## src/rtl/sdram_seq_pkg.sv

```systemverilog
package sdram_seq_pkg;
  localparam int IDX_W  = 3;
  localparam int MAX_CL = 3;
  localparam int MODE_W = 10;
  localparam logic [MODE_W-1:0] MODE_RST = 10'h010;

  typedef struct packed {
    logic       wr_single;
    logic [1:0] opmode;
    logic [2:0] cl;
    logic       ilv;
    logic [2:0] blc;
  } mode_t;

  function automatic logic word_legal(input mode_t m);
    return (m.opmode == 2'b00) && (m.cl inside {3'd1, 3'd2, 3'd3}) && !m.blc[2];
  endfunction

  function automatic logic [IDX_W-1:0] last_idx(input logic [1:0] blc);
    case (blc)
      2'd0:    return 3'd0;
      2'd1:    return 3'd1;
      2'd2:    return 3'd3;
      default: return 3'd7;
    endcase
  endfunction
endpackage

```

## src/rtl/seq_burst_col.sv

```systemverilog
module seq_burst_col
  import sdram_seq_pkg::*;
#(
  parameter int COL_W = 8
) (
  input  logic [COL_W-1:0] base_i,
  input  logic [IDX_W-1:0] idx_i,
  input  logic [1:0]       blc_i,
  input  logic             ilv_i,
  output logic [COL_W-1:0] col_o
);
  localparam int HI_W = COL_W - IDX_W;

  logic [IDX_W-1:0] mask, low, nxt;

  always_comb begin
    mask  = last_idx(blc_i);
    low   = base_i[IDX_W-1:0] & mask;
    nxt   = ilv_i ? (low ^ idx_i) : (low + idx_i);
    col_o = {base_i[COL_W-1:COL_W-HI_W], (base_i[IDX_W-1:0] & ~mask) | (nxt & mask)};
  end
endmodule

```

## src/rtl/seq_mode_reg.sv

```systemverilog
module seq_mode_reg
  import sdram_seq_pkg::*;
(
  input  logic              clk_i,
  input  logic              rst_ni,
  input  logic              we_i,
  input  logic [MODE_W-1:0] word_i,
  input  logic              busy_i,
  output mode_t             mode_o,
  output logic              err_o
);
  mode_t mode_q;
  logic  take;

  assign take   = we_i && !busy_i && word_legal(mode_t'(word_i));
  assign mode_o = mode_q;

  always_ff @(posedge clk_i or negedge rst_ni) begin
    if (!rst_ni) begin
      mode_q <= mode_t'(MODE_RST);
      err_o  <= 1'b0;
    end else if (we_i) begin
      err_o <= !take;
      if (take) mode_q <= mode_t'(word_i);
    end
  end

  assert_illegal_hold_R8: assert property (@(posedge clk_i) disable iff (!rst_ni)
    we_i && (word_i[8:7] != 2'b00) |=> $stable(mode_q) && err_o);

  assert_reserved_hold_R9: assert property (@(posedge clk_i) disable iff (!rst_ni)
    we_i && (word_i[2] || !(word_i[6:4] inside {3'd1, 3'd2, 3'd3})) |=> $stable(mode_q) && err_o);

  assert_busy_hold_R10: assert property (@(posedge clk_i) disable iff (!rst_ni)
    we_i && busy_i |=> $stable(mode_q) && err_o);
endmodule

```

## src/rtl/seq_read_path.sv

```systemverilog
module seq_read_path
  import sdram_seq_pkg::*;
#(
  parameter int COL_W = 8
) (
  input  logic             clk_i,
  input  logic             rst_ni,
  input  logic             rd_i,
  input  logic             wr_i,
  input  logic [COL_W-1:0] col_i,
  input  mode_t            mode_i,
  output logic             drive_o,
  output logic             valid_o,
  output logic [IDX_W-1:0] idx_o,
  output logic [COL_W-1:0] col_o,
  output logic             busy_o
);
  logic             pipe_vld [MAX_CL];
  logic [COL_W-1:0] pipe_col [MAX_CL];
  logic [1:0]       sel;
  logic             cancel, launch, any_pend;
  logic             act_q;
  logic [IDX_W-1:0] idx_q, last;
  logic [COL_W-1:0] base_q;

  assign sel    = mode_i.cl[1:0] - 2'd1;
  assign cancel = wr_i && !rd_i;
  assign launch = pipe_vld[sel] && !cancel;
  assign last   = last_idx(mode_i.blc[1:0]);

  always_comb begin
    any_pend = 1'b0;
    for (int k = 0; k < MAX_CL; k++) any_pend = any_pend | pipe_vld[k];
  end

  // latency pipeline: stage k holds a command registered k+1 edges ago
  always_ff @(posedge clk_i or negedge rst_ni) begin
    if (!rst_ni) begin
      for (int k = 0; k < MAX_CL; k++) begin
        pipe_vld[k] <= 1'b0;
        pipe_col[k] <= '0;
      end
    end else begin
      pipe_vld[0] <= rd_i;
      pipe_col[0] <= col_i;
      for (int k = 1; k < MAX_CL; k++) begin
        pipe_vld[k] <= cancel ? 1'b0 : pipe_vld[k-1];
        pipe_col[k] <= pipe_col[k-1];
      end
    end
  end

  always_ff @(posedge clk_i or negedge rst_ni) begin
    if (!rst_ni) begin
      act_q  <= 1'b0;
      idx_q  <= '0;
      base_q <= '0;
    end else if (cancel) begin
      act_q <= 1'b0;
    end else if (launch) begin
      act_q  <= 1'b1;
      idx_q  <= '0;
      base_q <= pipe_col[sel];
    end else if (act_q) begin
      if (idx_q == last) act_q <= 1'b0;
      else               idx_q <= idx_q + 1'b1;
    end
  end

  seq_burst_col #(.COL_W(COL_W)) u_col (
    .base_i(base_q),
    .idx_i (idx_q),
    .blc_i (mode_i.blc[1:0]),
    .ilv_i (mode_i.ilv),
    .col_o (col_o)
  );

  assign drive_o = pipe_vld[sel];
  assign valid_o = act_q;
  assign idx_o   = idx_q;
  assign busy_o  = any_pend || act_q;

  assert_drive_lead_R2: assert property (@(posedge clk_i) disable iff (!rst_ni)
    $rose(valid_o) |-> $past(drive_o));

  assert_idx_bound_R3: assert property (@(posedge clk_i) disable iff (!rst_ni)
    valid_o |-> idx_o <= last);

  assert_beats_contiguous_R3: assert property (@(posedge clk_i) disable iff (!rst_ni)
    valid_o && (idx_o != '0) |-> $past(valid_o) && (idx_o == $past(idx_o) + 3'd1));
endmodule

```

## src/rtl/seq_write_path.sv

```systemverilog
module seq_write_path
  import sdram_seq_pkg::*;
#(
  parameter int COL_W = 8
) (
  input  logic             clk_i,
  input  logic             rst_ni,
  input  logic             rd_i,
  input  logic             wr_i,
  input  logic [COL_W-1:0] col_i,
  input  mode_t            mode_i,
  output logic             accept_o,
  output logic [COL_W-1:0] col_o,
  output logic             busy_o
);
  logic             start, act_q;
  logic [IDX_W-1:0] idx_q, last;
  logic [COL_W-1:0] base_q;

  assign start = wr_i && !rd_i;
  assign last  = mode_i.wr_single ? '0 : last_idx(mode_i.blc[1:0]);

  always_ff @(posedge clk_i or negedge rst_ni) begin
    if (!rst_ni) begin
      act_q  <= 1'b0;
      idx_q  <= '0;
      base_q <= '0;
    end else if (start) begin
      act_q  <= 1'b1;
      idx_q  <= '0;
      base_q <= col_i;
    end else if (rd_i) begin
      act_q <= 1'b0;
    end else if (act_q) begin
      if (idx_q == last) act_q <= 1'b0;
      else               idx_q <= idx_q + 1'b1;
    end
  end

  seq_burst_col #(.COL_W(COL_W)) u_col (
    .base_i(base_q),
    .idx_i (idx_q),
    .blc_i (mode_i.blc[1:0]),
    .ilv_i (mode_i.ilv),
    .col_o (col_o)
  );

  assign accept_o = act_q;
  assign busy_o   = act_q;

  assert_single_beat_R7: assert property (@(posedge clk_i) disable iff (!rst_ni)
    accept_o && mode_i.wr_single |-> col_o == base_q && idx_q == '0);

  assert_rd_ends_write_R11: assert property (@(posedge clk_i) disable iff (!rst_ni)
    rd_i |=> !accept_o);
endmodule

```

## src/rtl/sdram_burst_seq.sv

```systemverilog
module sdram_burst_seq
  import sdram_seq_pkg::*;
#(
  parameter int COL_W = 8
) (
  input  logic             clk_i,
  input  logic             rst_ni,
  input  logic             mode_we_i,
  input  logic [9:0]       mode_word_i,
  input  logic             rd_i,
  input  logic             wr_i,
  input  logic [COL_W-1:0] col_i,
  output logic             drive_o,
  output logic             rd_valid_o,
  output logic [2:0]       rd_idx_o,
  output logic [COL_W-1:0] rd_col_o,
  output logic             wr_accept_o,
  output logic [COL_W-1:0] wr_col_o,
  output logic             mode_err_o
);
  mode_t mode;
  logic  rd_busy, wr_busy, busy;

  assign busy = rd_i || wr_i || rd_busy || wr_busy;

  seq_mode_reg u_mode (
    .clk_i (clk_i),
    .rst_ni(rst_ni),
    .we_i  (mode_we_i),
    .word_i(mode_word_i),
    .busy_i(busy),
    .mode_o(mode),
    .err_o (mode_err_o)
  );

  seq_read_path #(.COL_W(COL_W)) u_rd (
    .clk_i  (clk_i),
    .rst_ni (rst_ni),
    .rd_i   (rd_i),
    .wr_i   (wr_i),
    .col_i  (col_i),
    .mode_i (mode),
    .drive_o(drive_o),
    .valid_o(rd_valid_o),
    .idx_o  (rd_idx_o),
    .col_o  (rd_col_o),
    .busy_o (rd_busy)
  );

  seq_write_path #(.COL_W(COL_W)) u_wr (
    .clk_i   (clk_i),
    .rst_ni  (rst_ni),
    .rd_i    (rd_i),
    .wr_i    (wr_i),
    .col_i   (col_i),
    .mode_i  (mode),
    .accept_o(wr_accept_o),
    .col_o   (wr_col_o),
    .busy_o  (wr_busy)
  );

  assert_no_bus_clash_R12: assert property (@(posedge clk_i) disable iff (!rst_ni)
    !(rd_valid_o && wr_accept_o));

  assert_wr_cancels_rd_R12: assert property (@(posedge clk_i) disable iff (!rst_ni)
    wr_i && !rd_i |=> !rd_valid_o && !drive_o);
endmodule

```

## config.mk

```make
export PLATFORM = sky130hd
export DESIGN_NAME = sdram_burst_seq
export DESIGN_NICKNAME = d
export VERILOG_FILES = /design/src/rtl/sdram_seq_pkg.sv /design/src/rtl/seq_burst_col.sv /design/src/rtl/seq_mode_reg.sv /design/src/rtl/seq_read_path.sv /design/src/rtl/seq_write_path.sv /design/src/rtl/sdram_burst_seq.sv
export SDC_FILE = /design/constraint.sdc
export NUM_CORES = 1
export LEC_CHECK = 0
export CAP_MARGIN = 20
export CORE_ASPECT_RATIO = 1.2
export CORE_MARGIN = 2
export CORE_UTILIZATION = 52
export DETAILED_ROUTE_END_ITERATION = 12
export PLACE_DENSITY = 0.79
export SYNTH_ARGS = -nofsm -noshare
export SYNTH_HDL_FRONTEND = slang
export SYNTH_SLANG_ARGS = --single-unit
```

## constraint.sdc

```tcl
create_clock -name clk_i -period 2.9 [get_ports clk_i]
set_input_delay 0.29 -clock clk_i [delete_from_list [all_inputs] [get_ports clk_i]]
set_output_delay 0.29 -clock clk_i [all_outputs]
set_load 0.03 [all_outputs]
```

==> Yosys cells after proc, flatten, opt, wreduce, memory -nomap -nowiden <==
Cells that the tools add are included.
{ "totals": {"regBits": 58, "latch_bits": 0, "mem_bits_rw": 0, "romBits": 0, "input_bits": 23, "out_inout_bits": 23, "wordCells": 99, "n_memories": 0} }
{ "classes": {"addsub": 5, "mul": 0, "n_div": 0, "n_lt_le_gt_ge": 1, "eq_ne": 10, "shifts": 0, "n_mux": 27, "n_bitwise": 15, "reduce_logical": 24} }
{ "ops": {"columns": ["operator", "n"], "rows": [
  ["$mux W3", 10],
  ["$and A3 B3 Y3", 6],
  ["$bmux W8 S2", 1],
  ["$mux W8", 2],
  ["$mux W1", 12],
  ["$pmux W3 S3", 1],
  ["$add A3 B1 Y3 const B", 2],
  ["$add A3 B3 Y3", 2],
  ["$eq A3 B2 Y1 const B", 2],
  ["$eq A3 B3 Y1", 2],
  ["$logic_and A1 B1 Y1", 6],
  ["$or A3 B3 Y3", 2],
  ["$reduce_and A3 Y1", 2],
  ["$xor A3 B3 Y3", 2],
  ["$logic_not A1 Y1", 5],
  ["$logic_not A2 Y1", 2],
  ["$logic_or A1 B1 Y1", 4],
  ["$ne A2 B1 Y1 const B", 2],
  ["$reduce_and A2 Y1", 2],
  ["$reduce_bool A2 Y1", 2],
  ["$eq A3 B1 Y1 const B", 1],
  ["$ge A3 B3 Y1 const B", 1],
  ["$not A2 Y3", 1],
  ["$not A3 Y3", 1],
  ["other kinds (8)", 9]
]} }

==> Logic depth before layout (Yosys ltp) <==
{ "depth": {"ltp_word": 9, "mapped_depth": 9, "depth_no_buf": 8} }

==> Hierarchy <==
A second synthesis with hierarchy kept.
{ "unflattened": {"cells_unflattened": 257, "hier_area_um2": 3005.4} }
{ "modules_own_cells": {"columns": ["mod", "n_inst", "cells_per_inst", "area_each_um2", "seq_area_each_um2"], "rows": [
  ["seq_read_path", 1, 116, 1554.0, 975.9],
  ["seq_write_path", 1, 68, 625.6, 300.3],
  ["seq_mode_reg", 1, 26, 437.9, 276.5],
  ["seq_burst_col", 2, 23, 190.2, 0.0],
  ["sdram_burst_seq", 1, 1, 7.5, 0.0]
]} }

==> Worst setup path after synthesis <==
No wires, ideal clock.
{ "synth_path": {"kind": "flip-flop to output port", "start": "register u_mode.mode_q (netlist bit u_mode.mode_o[0])", "end": "output port rd_col_o[2]", "t_arrival_ps": 2267, "t_required_ps": 2610, "setup_slack_ps": 343, "path_stages_with_launch": 10, "path_buffers": 1, "cell_sequence": "dfrtp_1 buf_2 nor2_1 nor2b_1 ha_1 fa_1 nor2b_1 xnor2_1 nand3_1 xnor2_1"} }
{ "synth_between": {"elab_chain_len": 7, "elab_cells_between_ends": 12, "cone_classes": "add/sub (1); eq/ne (2); mux (2); bitwise (6); reduce/logical (1)"} }
{ "synth_rtl": {"columns": ["item", "line", "rtl"], "rows": [
  ["start, declared", "seq_mode_reg.sv:12", "mode_t mode_q;"],
  ["start signal, assigned", "seq_mode_reg.sv:20", "mode_q <= mode_t'(MODE_RST);"],
  ["start signal, assigned", "seq_mode_reg.sv:24", "if (take) mode_q <= mode_t'(word_i);"],
  ["$eq A2 B2 Y1 (tied with other cells)", "sdram_seq_pkg.sv:20", "case (blc)"],
  ["$pmux W3 S3 *", "sdram_seq_pkg.sv:20", null],
  ["$and A3 B3 Y3", "seq_burst_col.sv:18", "low = base_i[IDX_W-1:0] & mask;"],
  ["$add A3 B3 Y3 / $xor A3 B3 Y3 (equally long branches)", "seq_burst_col.sv:19", "nxt = ilv_i ? (low ^ idx_i) : (low + idx_i);"],
  ["$mux W3", "seq_burst_col.sv:19", null],
  ["$and A3 B3 Y3", "seq_burst_col.sv:20", "col_o = {base_i[COL_W-1:COL_W-HI_W], (base_i[IDX_W-1:0] & ~mask) | (nxt & mask)};"],
  ["$or A3 B3 Y3 *", "seq_burst_col.sv:20", null],
  ["end, declared", "sdram_burst_seq.sv:16", "output logic [COL_W-1:0] rd_col_o,"]
]} }
Every way passes the cells marked *; elsewhere a longest branch is shown, timed or not.

==> Worst setup path in the final report <==
{ "layout_path": {"start": "register u_mode.mode_q (netlist bit u_mode.mode_o[1])", "end": "output port wr_col_o[1]"} }
{ "layout_between": {"elab_chain_len": 7, "elab_cells_between_ends": 12, "cone_classes": "add/sub (1); eq/ne (2); mux (2); bitwise (6); reduce/logical (1)"} }
{ "layout_rtl": {"columns": ["item", "line", "rtl"], "rows": [
  ["$eq A2 B2 Y1 (tied with other cells)", "sdram_seq_pkg.sv:20", null],
  ["$pmux W3 S3 *", "sdram_seq_pkg.sv:20", null],
  ["$and A3 B3 Y3", "seq_burst_col.sv:18", null],
  ["$add A3 B3 Y3 / $xor A3 B3 Y3 (equally long branches)", "seq_burst_col.sv:19", null],
  ["$mux W3", "seq_burst_col.sv:19", null],
  ["$and A3 B3 Y3", "seq_burst_col.sv:20", null],
  ["$or A3 B3 Y3 *", "seq_burst_col.sv:20", null],
  ["end, declared", "sdram_burst_seq.sv:18", "output logic [COL_W-1:0] wr_col_o,"]
]} }
Marks and branches as above.

==> results.json <==
{
  "overflow": 0,
  "num_vias": 1771,
  "ioPinCount": 46,
  "synth_warnings": 0,
  "hold_viol": 0,
  "cts.sinks": 58,
  "peakVddDrop_mv": 0.322,
  "core_um2": 4940,
  "post-cts-setup-buffers": 0,
  "syn_to_final_growth_pct": 24.7,
  "vias_per_cell": 5.40,
  "grt_start_max_net_pins": 59,
  "drc": 0,
  "cpPeakStageDelay_ns": 0.48,
  "syn_nets": 250,
  "clk_pin_slew_ns": 0.07,
  "timing.rr.start": "u_mode.mode_o[5]$_DFFE_PN0P_",
  "finalPower_mw": 2.09,
  "pwr-share-comb": 0.162,
  "synthArstFlopShare": 1.00,
  "pwr-share-seq": 0.447,
  "drtAntennaViolNets": 0,
  "grt_pass1_wl_mm": 8.54,
  "post-route-period-util": 0.917,
  "crit_arrival_ns": 2.37,
  "drt_iter0_drc": 127,
  "grt.total_usage": 0.200,
  "clk_latency_ns": 0.34,
  "hold_class": "input port to asynchronous set/reset pin",
  "dr_wl_met2_mm": 2.46,
  "clkPwrFrac": 0.390,
  "setup_viol": 0,
  "relSlewSlack": 0.481,
  "clock.fmax_mhz": 376,
  "p_int_mw": 1.53,
  "die_h_um": 82.3,
  "crit_start": "u_mode.mode_o[1]$_DFFE_PN0P_",
  "synth_edf_count": 0,
  "cts-buffers-inserted": 9,
  "netlist_area_um2": 2660,
  "place.gp.congestion": 0.895,
  "port_buffers": 45,
  "highest_layer": "met4",
  "design.die.area_um2": 5700,
  "row_count": 28,
  "status": "finished clean",
  "cts.repair.resized": 2,
  "rsz0062_at_grt": "false",
  "synth_cell_types": 40,
  "wire_per_inst_um": 15.3,
  "wl_met1_mm": 2.21,
  "ys_ff_latch": 58,
  "worst_slew_pin_slew_ns": 0.778,
  "skew_ns": 0.00771,
  "swShare": 0.267,
  "fp.dieW_um": 69.3,
  "cts_hold_buf": 0,
  "maxCapViolCount": 0,
  "p_leak_nw": 1.54,
  "final.setup.tns_ns": 0,
  "grt_pass1_vias": 1835,
  "totalWireLength_mm": 5.01,
  "cts_root_buffer": "clkbuf_8",
  "fin_crit_ns": 2.66,
  "drv_slew": 0,
  "critPathRequiredTime_ns": 2.61,
  "clockBufferDepth": 2,
  "placement.cell_area_um2": 3100,
  "num_antenna_cells": 0,
  "final_area_um2": 3310,
  "antenna_found_initial": 0,
  "synthFlopType": "dfrtp_1",
  "path_class": "register to output pin",
  "dpl.hpwl_mm": 3.57,
  "drtPass1Iterations": 4,
  "power_density_nw_per_um2": 630,
  "reg2reg_setup_slack_ns": 1.00,
  "tritoncts": "built",
  "slowest_stage": "fa_1",
  "start_util": 0.538,
  "h-tree-depth": 3,
  "final_nets": 294,
  "drive_above_1_share": 0.209,
  "p_switching_mw": 0.557,
  "synth_cells": 219,
  "cp-start-kind": "register",
  "ys_seq_area_frac": 0.547,
  "syn_avg_cell_area_um2": 12.1,
  "end_kind": "output pin",
  "cp_max_fo": 4,
  "crit_path_cell_trace": "nor2_1 -> nor2b_1 -> ha_1 -> fa_1 -> mux2i_1 -> a21oi_1 -> dlygate4sd2_1",
  "wl_met3_um": 175
}
[registers in the layout, summed over array words and instances (netlist names)]
name           cells
u_rd.pipe_vld      3
u_rd.pipe_col     24
u_wr.idx_q         3
u_rd.base_q        8
u_wr.base_q        8
u_rd.valid_o       1
u_rd.idx_o         3
u_mode.err_o       1
u_mode.mode_o      6
u_wr.accept_o      1
[metal layers]
layer	global-route usage	vias to the layer above
met5	0	-
met2	0.316	39
met3	0.0461	13
met4	0.135	0
li1	-	846
met1	0.247	873
[synth_stat cells, types with 2 or more instances]
cell type	n	share of area
nor3_1	2	0.0038
xnor2_1	6	0.020
nor4_1	2	0.0047
mux2i_1	4	0.015
inv_1	5	0.0071
a21oi_1	5	0.0094
ha_1	6	0.028
mux2_2	25	0.11
and3_1	2	0.0047
fa_1	2	0.015
nand2b_1	2	0.0047
nor2_1	8	0.011
nor2b_1	6	0.014
buf_6	2	0.0085
and2_1	6	0.014
a22o_1	9	0.030
a22oi_1	2	0.0056
buf_2	3	0.0056
dfrtp_1	57	0.54
a32o_1	2	0.0075
clkbuf_1	4	0.0056
buf_4	10	0.028
nand3_1	3	0.0056
nand2_1	30	0.042
[final timing paths]
| check | endpoint | cells after the start |
|---|---|---|
| worst min-delay path | u_wr.base_q[7]$_DFFE_PN0P_ | 2 |
| min in group clk_i | u_rd.pipe_col[6]$_DFF_PN0_ | 0 |
| max in group asynchronous | u_rd.pipe_col[17]$_DFF_PN0_ | 2 |
| worst min register to register | u_rd.pipe_col[6]$_DFF_PN0_ | 0 |
| worst max-delay path | wr_col_o[1] | 7 |
| worst max register to register | u_rd.base_q[2]$_DFFE_PN0P_ | 4 |
[power by group through the flow]
stage | clock [mW] | sequential [mW] | combinational, mW
global route | 0.864 | 0.946 | 0.371
detailed placement | 0 | 0.949 | 0.343
CTS | 0.835 | 0.935 | 0.345
floorplan | 0 | 0.965 | 0.180
finish | 0.816 | 0.934 | 0.339
global placement | 0 | 0.946 | 0.337
[critical path: cells and delay by family, from the launching register on]
kind	cells	cell delay, ns
buffers and inverters	1	0.41
flip-flops	1	0.38
adder cells (fa/ha/maj)	2	0.68
multiplexers	1	0.06
AO/OA/AOI/OAI	1	0.14
AND/OR/NAND/NOR	2	0.37
[final cells by class]
cell class / instances / area (µm²)
Fill cell: 385 / 1630
Sequential cell: 58 / 1450
Multi-Input combinational cell: 137 / 1060
Timing Repair Buffer: 52 / 490
Clock buffer: 11 / 141
Clock inverter: 5 / 77.6
Tap cell: 60 / 75.1
Inverter: 5 / 18.8
[through the flow]
stage | util | worst slack (ns) | hold slack [ns] | instances
global placement | 0.627 | 0.347 | 0.353 | 312
finish | 0.671 | 0.241 | 0.0897 | 328
detailed placement | 0.627 | 0.295 | 0.362 | 312
CTS | 0.671 | 0.192 | 0.100 | 328
global route | 0.671 | 0.0843 | 0.142 | 328
floorplan | - | 0.343 | -0.00559 | 219
[layout by cell type, fill, tap and decap left out, types with 3 or more instances in the layout]
master,count
nor2_1,8
clkdlybuf4s50_1,40
mux2_2,25
nand3_1,3
inv_1,5
nor2b_1,6
clkbuf_8,10
a21oi_1,5
ha_1,6
a22o_1,9
mux2i_1,4
buf_4,9
and2_1,6
xnor2_1,6
nand2_1,30
dfrtp_1,57
[logic make-up after synthesis]
kind of cell	synth area share
AOI/OAI and AO/OA	0.0932
adders and majority gates	0.0433
buffers and inverters	0.0551
and+or+nand+nor	0.115
xor gates and xnor gates	0.0198
muxes	0.127
DFF	0.547
(Power assumes the default switching activity.)
